## src/rtl/edge_divider_pkg.sv

```systemverilog
// Package: shared width and configuration type for the edge divider.
// Assumes one common counter width for the whole block.
package edge_divider_pkg;

    parameter int DIV_W = 16;

    // Captured configuration of one divided period
    typedef struct packed {
        logic [DIV_W-1:0] modm1;
        logic             half_en;
        logic             fall_sel;
    } div_cfg_t;

    // Terminal count of the main counter; the all-ones code is clamped
    function automatic logic [DIV_W-1:0] clamp_last(input logic [DIV_W-1:0] r);
        return (&r) ? (r - {{(DIV_W-1){1'b0}}, 1'b1}) : r;
    endfunction

endpackage

```

## src/rtl/edge_divider_sync.sv

```systemverilog
// Module: brings the asynchronous input into the system clock domain and
// flags the selected transition polarity. Assumes the input stays in each
// level for at least one system clock period.
module edge_divider_sync #(
    parameter int SYNC_STAGES = 2
) (
    input  logic clk,
    input  logic rst_n,
    input  logic sig_in,
    input  logic fall_sel,
    output logic edge_hit
);

    localparam int NEWEST = SYNC_STAGES - 1;
    localparam int OLDEST = SYNC_STAGES;

    logic [SYNC_STAGES:0] pipe;
    logic                 rise_seen;
    logic                 fall_seen;

    // Purpose: synchronizer chain plus one history flop
    always_ff @(posedge clk) begin
        if (!rst_n) begin
            pipe <= '0;
        end else begin
            pipe <= {pipe[SYNC_STAGES-1:0], sig_in};
        end
    end

    // Purpose: compare successive synchronized samples against the polarity
    always_comb begin
        rise_seen = pipe[NEWEST] & ~pipe[OLDEST];
        fall_seen = ~pipe[NEWEST] & pipe[OLDEST];
        edge_hit  = fall_sel ? fall_seen : rise_seen;
    end

endmodule

```

## src/rtl/edge_divider_cfg.sv

```systemverilog
// Module: holds the configuration used by the running period. It follows
// the inputs only while the period has not started counting.
// Assumes at_start is high exactly when no edge of the period is counted.
module edge_divider_cfg
    import edge_divider_pkg::*;
(
    input  logic             clk,
    input  logic             rst_n,
    input  logic             at_start,
    input  logic             edge_hit,
    input  logic [DIV_W-1:0] cfg_modm1,
    input  logic             cfg_half,
    input  logic             cfg_fall,
    output div_cfg_t         cur_cfg,
    output logic [DIV_W-1:0] last_cnt
);

    // Purpose: capture settings between periods, keep them inside one
    always_ff @(posedge clk) begin
        if (!rst_n) begin
            cur_cfg <= '0;
        end else if (at_start && !edge_hit) begin
            cur_cfg.modm1    <= cfg_modm1;
            cur_cfg.half_en  <= cfg_half;
            cur_cfg.fall_sel <= cfg_fall;
        end
    end

    // Purpose: terminal count of the main counter after clamping
    always_comb begin
        last_cnt = clamp_last(cur_cfg.modm1);
    end

endmodule

```

## src/rtl/edge_divider_core.sv

```systemverilog
// Module: main modulus counter, cascaded divide-by-2 stage and registered
// outputs. Assumes last_cnt and half_en change only while at_start is high.
module edge_divider_core
    import edge_divider_pkg::*;
(
    input  logic             clk,
    input  logic             rst_n,
    input  logic             edge_hit,
    input  logic [DIV_W-1:0] last_cnt,
    input  logic             half_en,
    output logic             at_start,
    output logic             div_strobe,
    output logic             div_square
);

    localparam int WX = DIV_W + 1;
    localparam logic [WX-1:0] ONE_X = {{DIV_W{1'b0}}, 1'b1};

    logic [DIV_W-1:0] cnt;
    logic             d2;
    logic [WX-1:0]    ratio_main;
    logic [WX-1:0]    mid_idx;
    logic             tc_main;
    logic             term;
    logic             mid;

    // Purpose: decode terminal count, whole-period end and square midpoint
    always_comb begin
        ratio_main = {1'b0, last_cnt} + ONE_X;
        mid_idx    = (ratio_main >> 1) - ONE_X;
        tc_main    = edge_hit && (cnt == last_cnt);
        term       = tc_main && (!half_en || d2);
        if (half_en) begin
            mid = tc_main && !d2;
        end else begin
            mid = edge_hit && (last_cnt != '0) && ({1'b0, cnt} == mid_idx);
        end
        at_start   = (cnt == '0) && !d2;
    end

    // Purpose: main counter advances on each selected edge
    always_ff @(posedge clk) begin
        if (!rst_n) begin
            cnt <= '0;
        end else if (edge_hit) begin
            cnt <= tc_main ? '0 : cnt + {{(DIV_W-1){1'b0}}, 1'b1};
        end
    end

    // Purpose: cascaded divide-by-2 stage toggles at main terminal count
    always_ff @(posedge clk) begin
        if (!rst_n) begin
            d2 <= 1'b0;
        end else if (tc_main && half_en) begin
            d2 <= ~d2;
        end
    end

    // Purpose: registered strobe and square wave
    always_ff @(posedge clk) begin
        if (!rst_n) begin
            div_strobe <= 1'b0;
            div_square <= 1'b0;
        end else begin
            div_strobe <= term;
            if (term || mid) begin
                div_square <= ~div_square;
            end
        end
    end

    // the counter never passes the terminal count
    a_r1_count_in_range: assert property (@(posedge clk) disable iff (!rst_n)
        cnt <= last_cnt);

    // the divide-by-2 state stays clear while the stage is off
    a_r3_half_idle: assert property (@(posedge clk) disable iff (!rst_n)
        !half_en |-> !d2);

endmodule

```

## src/rtl/edge_divider.sv

```systemverilog
// Module: top of the edge-selectable integer prescaler. Synchronizes the
// input, captures settings per period and divides the selected edges.
// Assumes a synchronous active-low reset and a slow asynchronous input.
module edge_divider
    import edge_divider_pkg::*;
#(
    parameter int SYNC_STAGES = 2
) (
    input  logic             clk,
    input  logic             rst_n,
    input  logic             sig_in,
    input  logic [DIV_W-1:0] cfg_modm1,
    input  logic             cfg_half,
    input  logic             cfg_fall,
    output logic             div_strobe,
    output logic             div_square
);

    div_cfg_t         cur_cfg;
    logic [DIV_W-1:0] last_cnt;
    logic             edge_hit;
    logic             at_start;

    edge_divider_sync #(.SYNC_STAGES(SYNC_STAGES)) sync_i (
        .clk      (clk),
        .rst_n    (rst_n),
        .sig_in   (sig_in),
        .fall_sel (cur_cfg.fall_sel),
        .edge_hit (edge_hit)
    );

    edge_divider_cfg cfg_i (
        .clk       (clk),
        .rst_n     (rst_n),
        .at_start  (at_start),
        .edge_hit  (edge_hit),
        .cfg_modm1 (cfg_modm1),
        .cfg_half  (cfg_half),
        .cfg_fall  (cfg_fall),
        .cur_cfg   (cur_cfg),
        .last_cnt  (last_cnt)
    );

    edge_divider_core core_i (
        .clk        (clk),
        .rst_n      (rst_n),
        .edge_hit   (edge_hit),
        .last_cnt   (last_cnt),
        .half_en    (cur_cfg.half_en),
        .at_start   (at_start),
        .div_strobe (div_strobe),
        .div_square (div_square)
    );

    // the strobe lasts one cycle
    a_r5_strobe_single: assert property (@(posedge clk) disable iff (!rst_n)
        div_strobe |=> !div_strobe);

    // every strobe follows a counted edge
    a_r5_strobe_after_edge: assert property (@(posedge clk) disable iff (!rst_n)
        div_strobe |-> $past(edge_hit));

    // captured settings hold once the period has begun counting
    a_r7_hold_mid_period: assert property (@(posedge clk) disable iff (!rst_n)
        !$past(at_start) |-> $stable(cur_cfg));

endmodule

```

## config.mk

```make
export PLATFORM = sky130hd
export DESIGN_NAME = edge_divider
export DESIGN_NICKNAME = d
export VERILOG_FILES = /design/src/rtl/edge_divider_pkg.sv /design/src/rtl/edge_divider_sync.sv /design/src/rtl/edge_divider_cfg.sv /design/src/rtl/edge_divider_core.sv /design/src/rtl/edge_divider.sv
export SDC_FILE = /design/constraint.sdc
export NUM_CORES = 1
export LEC_CHECK = 0
export BUFFER_PORTS_ARGS = -buffer_cell sky130_fd_sc_hd__buf_2
export CORE_MARGIN = 2
export CORE_UTILIZATION = 55
export DETAILED_ROUTE_END_ITERATION = 16
export PLACE_DENSITY = 0.73
export SLEW_MARGIN = 20
export SYNTH_ARGS = -nofsm -noshare
export SYNTH_HDL_FRONTEND = slang
export SYNTH_SLANG_ARGS = --single-unit
```

## constraint.sdc

```tcl
create_clock -name clk -period 6.1 [get_ports clk]
set_input_delay 1.22 -clock clk [delete_from_list [all_inputs] [get_ports clk]]
set_output_delay 1.22 -clock clk [all_outputs]
set_load 0.02 [all_outputs]
```

==> summary.md, run 1 <==
| Metric | Value |
|---|---|
| Vias in the first global route | 2,854 |
| LEAKAGE | between 1 and 1.5 nW |
| Initial antenna violation count | 0 |
| Initial Util | 0.5789 |
| IO Pins | 23 |
| WL/cell | 16.95 um |
| Cell Area, Synth | approximately 3500 sq um |
| Reg clk slew, reported paths | around 80 ps |
| 1st-iter DRT viols | between 200 and 300 |
| Start of the worst register-to-register path | cfg_i.cur_cfg[7]$_SDFFE_PN0P_ |
| Final hold violations | 0 |
| H-Tree Depth | 2 |
| FF-to-FF setup slack | around 1000 ps |
| Setup violations, final | 0 |
| Asr flop ratio synth | 0 |
| Clock sinks | 40 |
| Vias/cell | around 6.2 |
| Syn Inst Count | between 400 and 500 |
| Status | completed |
| Final worst slack | 1019 ps |
| IO Port Bufs | 22 |
| Hold Buf Count CTS | 0 |
| CP max FO | 12 |
| Tot GR Track Use | 0.2571 |
| Via count | between 3,000 and 4,000 |
| Post-DP HPWL | just under 7000 um |
| Unrepaired setup endpoints after global routing | no |
| Max_cap viols | 0 |
| Placed Area | 3537 sq um |
| Routability cong. | approximately 0.99 |
| Commonest non-fill, non-tap cell in the layout | dfxtp_1 |
| PD cells | between 150 and 200 nW/um^2 |
| Minimum clock period | a little over 5000 ps |
| Share of cells above drive strength 1 | 0.1119 |
| Kind of critical path | reg -> reg |
| Largest net degree at the start of global routing | 30 |
| Area Growth Syn to Fin | 4.654% |
| Cell mode on critical path | nand4_1 |
| Die Width | ~83 um |
| Final nets | 465 |
| Crit share post-route | 0.8330 |
| Clock Latency Late Sink | 300 ps |
| Final core occ | 0.6059 |
| Post-CTS Resized | 0 |
| Std-Cell Rows | 28 |
| Startpoint types | register |
| DR pass1 iterations | 5 |
| DRT Wirelength | between 8000 and 9000 um |
| Antenna diodes | 0 |
| Critical Path RT | around 6300 ps |
| Leading cell types in the layout, fill and taps excluded | dfxtp_1, xnor2_1, nor2_1 |
| Worst hold margin | ~440 ps |
| Crit path DAT | approximately 5300 ps |
| Ys flop type | dfxtp_1 |
| Hold path cells | 1 |
| Post-synth EDFFs | 0 |
| Yosys warns | 0 |
| TritonCTS clock tree | built |
| Total CTS buffers | 5 |
| Die span in y | about 83 um |
| R2R Path End | core_i.div_square$_SDFFE_PN0P_ |
| Post-Place Worst Slack | between 1000 and 1500 ps |
| Crit. End Element | register |
| Crit-path cells | nand4_1, buf_4, nor4_1, and2_1, nor2_1, a21oi_1, ha_1, and3_1, nand2_1, o21a_1, a2111oi_0, nand4_1, or4_1, a221oi_2, a31o_1, o211ai_2 |
| Syn Area/Cell | 7.883 sq um |
| Syn Nets | roughly 470 |
| GR Overflow Total | 0 |
| DRC | 0 |
| First-pass GRT wire length | about 14,000 um |
| Worst VDD drop | approximately 0.13 mV |
| Design Area, Final | between 3000 and 4000 sq um |
| Slew Viols, Final | 0 |
| Achievable frequency | between 0.15 and 0.2 GHz |
| ANT nets after route | 0 |
| Post-Route Setup TNS | 0 ps |
| CP max stage cell | dfxtp_1 |
| Hold wc startpoint | sync_i.pipe[0]$_SDFF_PN0_ |
| Yosys reg bits | 40 |
| Worst R2R Path Depth | 16 |
| Slew HR | 0.4909 |
| Clk buf depth | 2 |
| Worst Tran Pin Value | 758.6 ps |
| Clk Tree Root Cell | clkbuf_8 |
| FILL cells | 554 |
| Setup bufs post-CTS | 0 |
| Worst min-delay path category | reg -> reg |
| CP max stage delay | approximately 600 ps |
| Register area share after synthesis | 0.2309 |
| Netlist cell types | 66 |
| Die area | between 6000 and 7000 sq um |
| Hold Path Sink | sync_i.pipe[1]$_SDFF_PN0_ |
| Clk_skew | 6.897 ps |
| Core Area | ~6000 sq um |
critical path, delay by kind of cell (launching register included):
| kind | cells | cell delay (ps) |
|---|---|---|
| adder cells (fa/ha/maj) | 1 | 330 |
| AO/OA/AOI/OAI | 6 | 1630 |
| AND/OR/NAND/NOR | 8 | 2210 |
| flip-flops | 1 | 590 |
| buffers and inverters | 1 | 210 |
worst max path at each step:
stage | start | slack (ps) | endpoint
5_1_grt | cfg_i.cur_cfg[6]$_SDFFE_PN0P_ | 580 | core_i.div_square$_SDFFE_PN0P_
4_1_cts | cfg_i.cur_cfg[6]$_SDFFE_PN0P_ | 1090 | core_i.div_square$_SDFFE_PN0P_
3_3_place_gp | cfg_i.cur_cfg[10]$_SDFFE_PN0P_ | 1370 | core_i.div_square$_SDFFE_PN0P_
6_report | cfg_i.cur_cfg[7]$_SDFFE_PN0P_ | 1020 | core_i.div_square$_SDFFE_PN0P_
2_1_floorplan | cfg_i.cur_cfg[9]$_SDFFE_PN0P_ | 1680 | core_i.div_square$_SDFFE_PN0P_
3_5_place_dp | cfg_i.cur_cfg[10]$_SDFFE_PN0P_ | 1140 | core_i.div_square$_SDFFE_PN0P_
stage by stage:
stage,power [mW],instances
after detailed placement,0.4759,505
after CTS,0.6505,513
after global placement,0.4722,505
final,0.6465,513
after global routing,0.6851,513
after floorplan,0.4372,440
sequential cells by signal, summed over array words and instances, names as in the netlist:
name,flops
cfg_i.cur_cfg,18
core_i.d2,1
core_i.cnt,16
core_i.div_strobe,1
core_i.div_square,1
sync_i.pipe,3
where the power goes:
| part | internal, mW | total [mW] | switching (mW) |
|---|---|---|---|
| Sequential | 0.272 | 0.302 | 0.0303 |
| Clock | 0.0796 | 0.174 | 0.0939 |
| Combinational | 0.0796 | 0.170 | 0.0909 |
| Total | 0.431 | 0.647 | 0.215 |
layer usage:
layer	routed length (um)	track usage	up-vias
li1	-	-	1563
met5	0	0	-
met3	499	0.04672	17
met4	193	0.07771	0
met1	3943	0.3426	1497
met2	4060	0.4238	83
cells by family after synthesis:
family / synth area share
AOI/OAI and AO/OA: 0.1133
xor gates and xnor gates: 0.1558
adders and majority gates: 0.02525
buffers and inverters: 0.05700
DFF: 0.2309
muxes: 0.07864
and+or+nand+nor: 0.3391
synthesized netlist by cell type, drive strengths merged, types with 4 or more instances:
| cell type | n | area [sq um] |
|---|---|---|
| nor2 | 33 | 123.9 |
| dfxtp | 40 | 800.8 |
| nand4 | 15 | 108.9 |
| and2 | 10 | 62.56 |
| nand3b | 4 | 30.03 |
| a21oi | 11 | 55.05 |
| xnor2 | 33 | 307.8 |
| nor2b | 20 | 125.1 |
| buf | 12 | 70.06 |
| xor2 | 24 | 210.2 |
| nor3 | 20 | 105.1 |
| and3 | 10 | 62.56 |
| o21ai | 9 | 45.04 |
| ha | 7 | 87.58 |
| clkbuf | 22 | 82.58 |
| or4 | 5 | 37.54 |
| mux2i | 25 | 250.2 |
| or3 | 4 | 25.02 |
| nand2 | 29 | 111.4 |
| nor3b | 4 | 30.03 |
| nand3 | 28 | 140.1 |
| o21a | 4 | 30.03 |
| o211ai | 4 | 35.03 |
| inv | 12 | 45.04 |
| nor4 | 10 | 77.57 |
cell type report:
class,instances,area (sq um),share of cell area
multi-input combinational,354,2477,0.6825
sequential,40,800.8,0.2206
timing repair buffer,24,125.1,0.03447
tap,75,93.84,0.02585
clock buffer,5,68.82,0.01896
inverter,12,45.04,0.01241
clock inverter,3,18.77,0.005171
Note: power is estimated with default switching activity, not from simulation.
==> run 2, diff against run 1 <==
- ABC_AREA: default -> 1
- clock period: 6.1 -> 4.9 ns (I/O delays scaled with it)
==> summary.md, run 2 <==
| Metric | Value |
|---|---|
| Die span in y | about 86 um |
| Finished Layout Cells | between 700 and 800 |
| Setup violations, final | 0 |
| Area share of the largest cell type after synthesis | 0.2150 |
| Worst min-delay path category | reg -> reg |
| Cell Area, Synth | around 3700 sq um |
| Top reg by flops | cfg_i.cur_cfg |
| LEAKAGE | around 2.0 nW |
| Vias/cell | 5.750 |
| Slew Viols, Final | 0 |
| Final worst slack | around 1200 ps |
| GR Layer Usage met3 | 0.08000 |
| List of most frequent post-synthesis cells | nand2_1, inv_1, nor2_1, nand3_1, dfxtp_1 |
| Std-Cell Rows | 29 |
| Via count | approximately 4,200 |
| Slew HR | 0.6486 |
| PD cells | 250.5 nW/um^2 |
| Final nets | just under 700 |
| Area of the multi-input gates | around 2500 sq um |
| Routability cong. | 1.076 |
| Syn Inst Count | about 640 |
| Initial antenna violation count | 0 |
| Post-Route Setup TNS | 0 ps |
| Crit share post-route | 0.7539 |
| DRC | 0 |
| Commonest non-fill, non-tap cell in the layout | nand2_1 |
| Kind of critical path | reg -> reg |
| Total CTS buffers | 5 |
| Hold wc startpoint | sync_i.pipe[0]$_SDFF_PN0_ |
| Register area share after synthesis | 0.2150 |
| WL/cell | 16.20 um |
| Post-CTS Resized | 0 |
| Clk buf depth | 2 |
| Post-synth EDFFs | 0 |
| IO Port Bufs | 22 |
| Grt met2 use | 0.5391 |
| GR Util met1 | 0.4318 |
| H-Tree Depth | 2 |
| TritonCTS clock tree | built |
| Max FFs per register | 18 |
| Post-DP HPWL | 9338 um |
| Placed insts | 720 |
| DRT Wirelength | ~12,000 um |
| Ys flop type | dfxtp_1 |
| Top cells by area, synth | dfxtp_1, nand2_1, inv_1 |
| Antenna diodes | 0 |
| Most common cell in the netlist | nand2_1 |
| Status | completed |
| Startpoint types | register |
| Vias in the first global route | slightly below 4,000 |
| Start of the worst register-to-register path | cfg_i.cur_cfg[6]$_SDFFE_PN0P_ |
| Crit path DAT | just under 4000 ps |
| Clock sinks | 40 |
| Core Area | 6459 sq um |
| FF-to-FF setup slack | 1210 ps |
| Reg clk slew, reported paths | about 90 ps |
| Worst VDD drop | between 0.15 and 0.2 mV |
| Clock Latency Late Sink | between 300 and 400 ps |
| DR pass1 iterations | 6 |
| Clk_skew | 9.583 ps |
| Die area | 7447 sq um |
| CP max FO | 16 |
| First-pass GRT wire length | around 19,000 um |
| IO Pins | 23 |
| Hold path cells | 2 |
| Register area | 800.8 sq um |
| Largest registers in the final layout | cfg_i.cur_cfg (18), core_i.cnt (16), sync_i.pipe (3) |
| Area Growth Syn to Fin | 6.819% |
| Final hold violations | 0 |
| Largest net degree at the start of global routing | 37 |
| Post-Place Worst Slack | roughly 1200 ps |
| Worst R2R Path Depth | 22 |
| Hold Buf Count CTS | 0 |
| 1st-iter DRT viols | slightly above 500 |
| Post-synth top area cell | dfxtp_1 |
| Clk Tree Root Cell | clkbuf_8 |
| R2R Path End | core_i.div_square$_SDFFE_PN0P_ |
| Yosys reg bits | 40 |
| Minimum clock period | between 3000 and 4000 ps |
| Achievable frequency | ~0.27 GHz |
| Leading cell types in the layout, fill and taps excluded | nand2_1, inv_1, nor2_1 |
| Yosys warns | 0 |
| Share of cells above drive strength 1 | 0.1260 |
| Syn Nets | about 660 |
| Netlist cell types | 40 |
| Syn Area/Cell | just under 6 sq um |
| GR Overflow Total | 0 |
| GRT busiest layer | met2 |
| Max_cap viols | 0 |
| Initial Util | 0.5767 |
| Tot GR Track Use | 0.3345 |
| Crit. End Element | register |
| Setup bufs post-CTS | 0 |
| FILL cells | 660 |
| Asr flop ratio synth | 0 |
| Crit. Startpoint | cfg_i.cur_cfg[6]$_SDFFE_PN0P_ |
| Final core occ | 0.6160 |
| ANT nets after route | 0 |
| Die Width | around 86 um |
| Worst Tran Pin Value | about 520 ps |
| Critical Path RT | between 5000 and 6000 ps |
| Hold Path Sink | sync_i.pipe[1]$_SDFF_PN0_ |
| Unrepaired setup endpoints after global routing | no |
-- run 2: changes by cell type in the layout (fill, tap and decap cells not counted), moves of 12 or more --
cell / previous run / this run
o21ai_0: 8 / 23
a21oi_1: 11 / 27
nand2_2: 1 / 15
nand3_1: 28 / 54
xor2_1: 24 / 12
xnor2_1: 32 / 0
nor2b_1: 20 / 0
mux2i_1: 25 / 0
nor2_1: 32 / 78
inv_1: 12 / 88
nand2_1: 28 / 176
-- run 2: critical path, cell delays in order (launching register included) --
cell and delay (ps):
dfxtp_1 520, nand2_2 170, nor2_4 220, nand2_4 90, nor2_4 120, nand2_2 70, nand2_4 190, inv_1 70
ha_1 340, inv_1 80, ha_1 310, a221oi_1 290, o2111ai_1 140, a21oi_1 170, nand3_1 90, nor2_1 150
nand3_1 90, nor2_1 110, nand2_1 60, nor2_1 90, nand3_1 70, a21oi_1 120, nor2_1 50
-- run 2: area by class of cell --
| class | count | share of cell area |
|---|---|---|
| clock inverters | 2 | 0.009748 |
| multi-input cells | 487 | 0.6267 |
| clock buffers | 6 | 0.02075 |
| flip-flops and latches | 40 | 0.2013 |
| well taps | 77 | 0.02421 |
| inverters | 93 | 0.08774 |
| repair buffers | 23 | 0.02956 |
-- run 2: through the flow --
stage	hold WS, ps	total power [mW]	cell area (sq um)
floorplan	390.5	0.6167	3725
detailed placement	413.5	0.6941	3857
finish	432.5	0.9968	3979
global placement	404.4	0.6911	3857
CTS	435.3	0.9929	3979
global route	452.7	1.050	3979
-- run 2: worst max-delay path by stage --
stage	to	slack [ps]	cells past startpoint
after global placement	core_i.div_square$_SDFFE_PN0P_	1340	22
after global routing	core_i.div_square$_SDFFE_PN0P_	870	23
after CTS	core_i.div_square$_SDFFE_PN0P_	1220	23
final	core_i.div_square$_SDFFE_PN0P_	1210	22
after detailed placement	core_i.div_square$_SDFFE_PN0P_	1240	22
after floorplan	core_i.div_square$_SDFFE_PN0P_	1650	24
-- run 2: cells by family after synthesis --
| logic type | synth area share |
|---|---|
| buffers and inverters | 0.1155 |
| flip-flops | 0.2150 |
| AO/OA/AOI/OAI | 0.09506 |
| AND/OR/NAND/NOR | 0.5227 |
| adder cells (fa/ha/maj) | 0.02351 |
| XOR/XNOR | 0.02822 |
-- run 2: where the power goes --
part / switching, mW / internal, mW / total [mW]
Combinational: 0.219 / 0.100 / 0.319
Clock: 0.134 / 0.167 / 0.300
Sequential: 0.0350 / 0.342 / 0.377
Total: 0.387 / 0.609 / 0.997
-- run 2: metal layers --
metal,wire (um),share of wire
met4,392,0.033
met1,5022,0.43
met5,0,0
met2,5284,0.45
met3,1095,0.093
==> run 3, diff against run 2 <==
- PLACE_DENSITY: 0.73 -> 0.76
- clock period: 4.9 -> 3.31 ns (I/O delays scaled with it)
==> summary.md, run 3 (synthesized netlist as in run 2, its figures left out) <==
| Metric | Value |
|---|---|
| Initial antenna violation count | 0 |
| WL/cell | 15.94 um |
| Largest net degree at the start of global routing | 37 |
| Initial Util | 0.5767 |
| Top reg by flops | cfg_i.cur_cfg |
| Die span in y | 86.30 um |
| LEAKAGE | 2.067 nW |
| Worst R2R Path Depth | 23 |
| FF-to-FF setup slack | between 100 and 150 ps |
| Worst min-delay path category | reg -> reg |
| Final nets | 705 |
| Startpoint types | register |
| Post-DP HPWL | roughly 9700 um |
| First-pass GRT wire length | a little under 20,000 um |
| Start of the worst register-to-register path | cfg_i.cur_cfg[3]$_SDFFE_PN0P_ |
| Worst hold margin | ~430 ps |
| CP max stage delay | 370 ps |
| Hold wc startpoint | sync_i.pipe[0]$_SDFF_PN0_ |
| Hold path cells | 2 |
| Placed insts | roughly 750 |
| Via count | about 4,300 |
| IO Pins | 23 |
| Max FFs per register | 18 |
| DRT Wirelength | about 12,000 um |
| TritonCTS clock tree | built |
| IO Port Bufs | 22 |
| Clk_skew | between 3 and 4 ps |
| Tot GR Track Use | 0.3351 |
| Hold Path Sink | sync_i.pipe[1]$_SDFF_PN0_ |
| Leading cell types in the layout, fill and taps excluded | nand2_1, inv_1, nor2_1 |
| DR pass1 iterations | 5 |
| CP max FO | 3 |
| Antenna diodes | 0 |
| CP top delay family | simple AND/OR/NAND/NOR gates |
| Max_cap viols | 0 |
| CP max stage cell | dfxtp_2 |
| Kind of critical path | reg -> reg |
| Area Growth Syn to Fin | 14.54% |
| Commonest non-fill, non-tap cell in the layout | nand2_1 |
| Worst Tran Pin Value | roughly 460 ps |
| Routability cong. | 1.030 |
| Design Area, Final | around 4300 sq um |
| Std-Cell Rows | 29 |
| Core Area | ~6500 sq um |
| Slew Viols, Final | 0 |
| Post-Route Setup TNS | 0 ps |
| Vias in the first global route | ~4,000 |
| Worst VDD drop | approximately 0.22 mV |
| Reg clk slew, reported paths | about 90 ps |
| Hold Buf Count CTS | 0 |
| Setup violations, final | 0 |
| GR Overflow Total | 0 |
| Slew HR | 0.6905 |
| Die area | approximately 7400 sq um |
| Placed Area | around 4100 sq um |
| Clock Latency Late Sink | approximately 300 ps |
| Critical Path RT | between 3000 and 4000 ps |
| Vias/cell | between 5 and 6 |
| PD cells | 359.5 nW/um^2 |
| Status | completed |
| R2R Path End | core_i.div_square$_SDFFE_PN0P_ |
| Crit path DAT | 3370 ps |
| Largest registers in the final layout | cfg_i.cur_cfg (18), core_i.cnt (16), sync_i.pipe (3) |
| Minimum clock period | 3166 ps |
| Share of cells above drive strength 1 | 0.1858 |
| Crit. End Element | register |
| H-Tree Depth | 2 |
| CP bufs+invs | 3 |
| Clk buf depth | 2 |
| ANT nets after route | 0 |
| Die Width | between 80 and 90 um |
| DRC | 0 |
| Total CTS buffers | 5 |
| Finished Layout Cells | about 760 |
| Clock sinks | 40 |
| Achievable frequency | between 0.3 and 0.4 GHz |
| Crit-path cells | ha_4, inv_1, nor2_2, nand2_4, nor2_4, nand2_2, nand2_4, inv_1, ha_4, inv_2, ha_4, a221oi_2, o2111ai_1, a21oi_1, nand3_1, nor2_2, nand3_1, nor2_1, nand2_1, nor2_1, nand3_1, a21oi_1, nor2_1 |
| PnR Total Power | 1.534 mW |
| Crit share post-route | 0.9566 |
| 1st-iter DRT viols | 503 |
| Final hold violations | 0 |
| Clk Tree Root Cell | clkbuf_8 |
run 3: changes by cell type in the layout (fill, tap and decap cells not counted), sizes merged:
cell      delta
buf         +27
clkbuf       -1
inv          +1
clkinvlp     +1
clkinv       -1
run 3: worst max path at each step:
stage	to	start	cells after the start
after detailed placement	core_i.div_square$_SDFFE_PN0P_	cfg_i.cur_cfg[3]$_SDFFE_PN0P_	23
after global routing	core_i.div_square$_SDFFE_PN0P_	cfg_i.cur_cfg[3]$_SDFFE_PN0P_	26
after CTS	core_i.div_square$_SDFFE_PN0P_	cfg_i.cur_cfg[3]$_SDFFE_PN0P_	23
after floorplan	core_i.div_square$_SDFFE_PN0P_	cfg_i.cur_cfg[2]$_SDFFE_PN0P_	24
after global placement	core_i.div_square$_SDFFE_PN0P_	cfg_i.cur_cfg[3]$_SDFFE_PN0P_	22
final	core_i.div_square$_SDFFE_PN0P_	cfg_i.cur_cfg[3]$_SDFFE_PN0P_	23
run 3: layout make-up:
| cell class | instances | area [sq um] |
|---|---|---|
| clock buffers | 5 | 68.82 |
| clock inverters | 3 | 46.29 |
| fillers | 645 | 2192 |
| inverters | 93 | 349.1 |
| multi-input cells | 487 | 2579 |
| flip-flops and latches | 40 | 807.0 |
| well taps | 77 | 96.34 |
| repair buffers | 50 | 320.3 |
run 3: through the flow:
step / setup slack, ps / util
floorplan: 63.49 / -
global placement: 104.3 / 0.6275
detailed placement: -80.03 / 0.6275
CTS: 3.891 / 0.6474
global route: -37.31 / 0.6606
finish: 143.8 / 0.6606
run 3: layer usage:
layer	global-route usage	vias up	wire length, um
met2	0.5546	180	5518
met4	0.09091	0	264
met1	0.4651	1964	5292
li1	-	2134	-
met5	0	-	0
met3	0.03524	22	955
run 3: worst register-to-register path: stages, from the launching register on:
cell and delay [ps]:
dfxtp_2 370, ha_4 150, inv_1 50, nor2_2 150, nand2_4 90, nor2_4 130, nand2_2 70, nand2_4 90
inv_1 70, ha_4 270, inv_2 50, ha_4 230, a221oi_2 240, o2111ai_1 150, a21oi_1 180, nand3_1 100
nor2_2 120, nand3_1 80, nor2_1 90, nand2_1 50, nor2_1 90, nand3_1 70, a21oi_1 120, nor2_1 50
run 3: report_power, final:
group          internal (mW)  switching, mW
clock network          0.227          0.202
logic                  0.199          0.373
registers              0.508         0.0243
run 3: what timing repair did:
item | 4_1_cts | 5_1_grt
buffers inserted | 0 | 1
endpoints found under the setup margin | 1 | 1
pin swaps | 1 | 9
gates resized for setup | 5 | 17
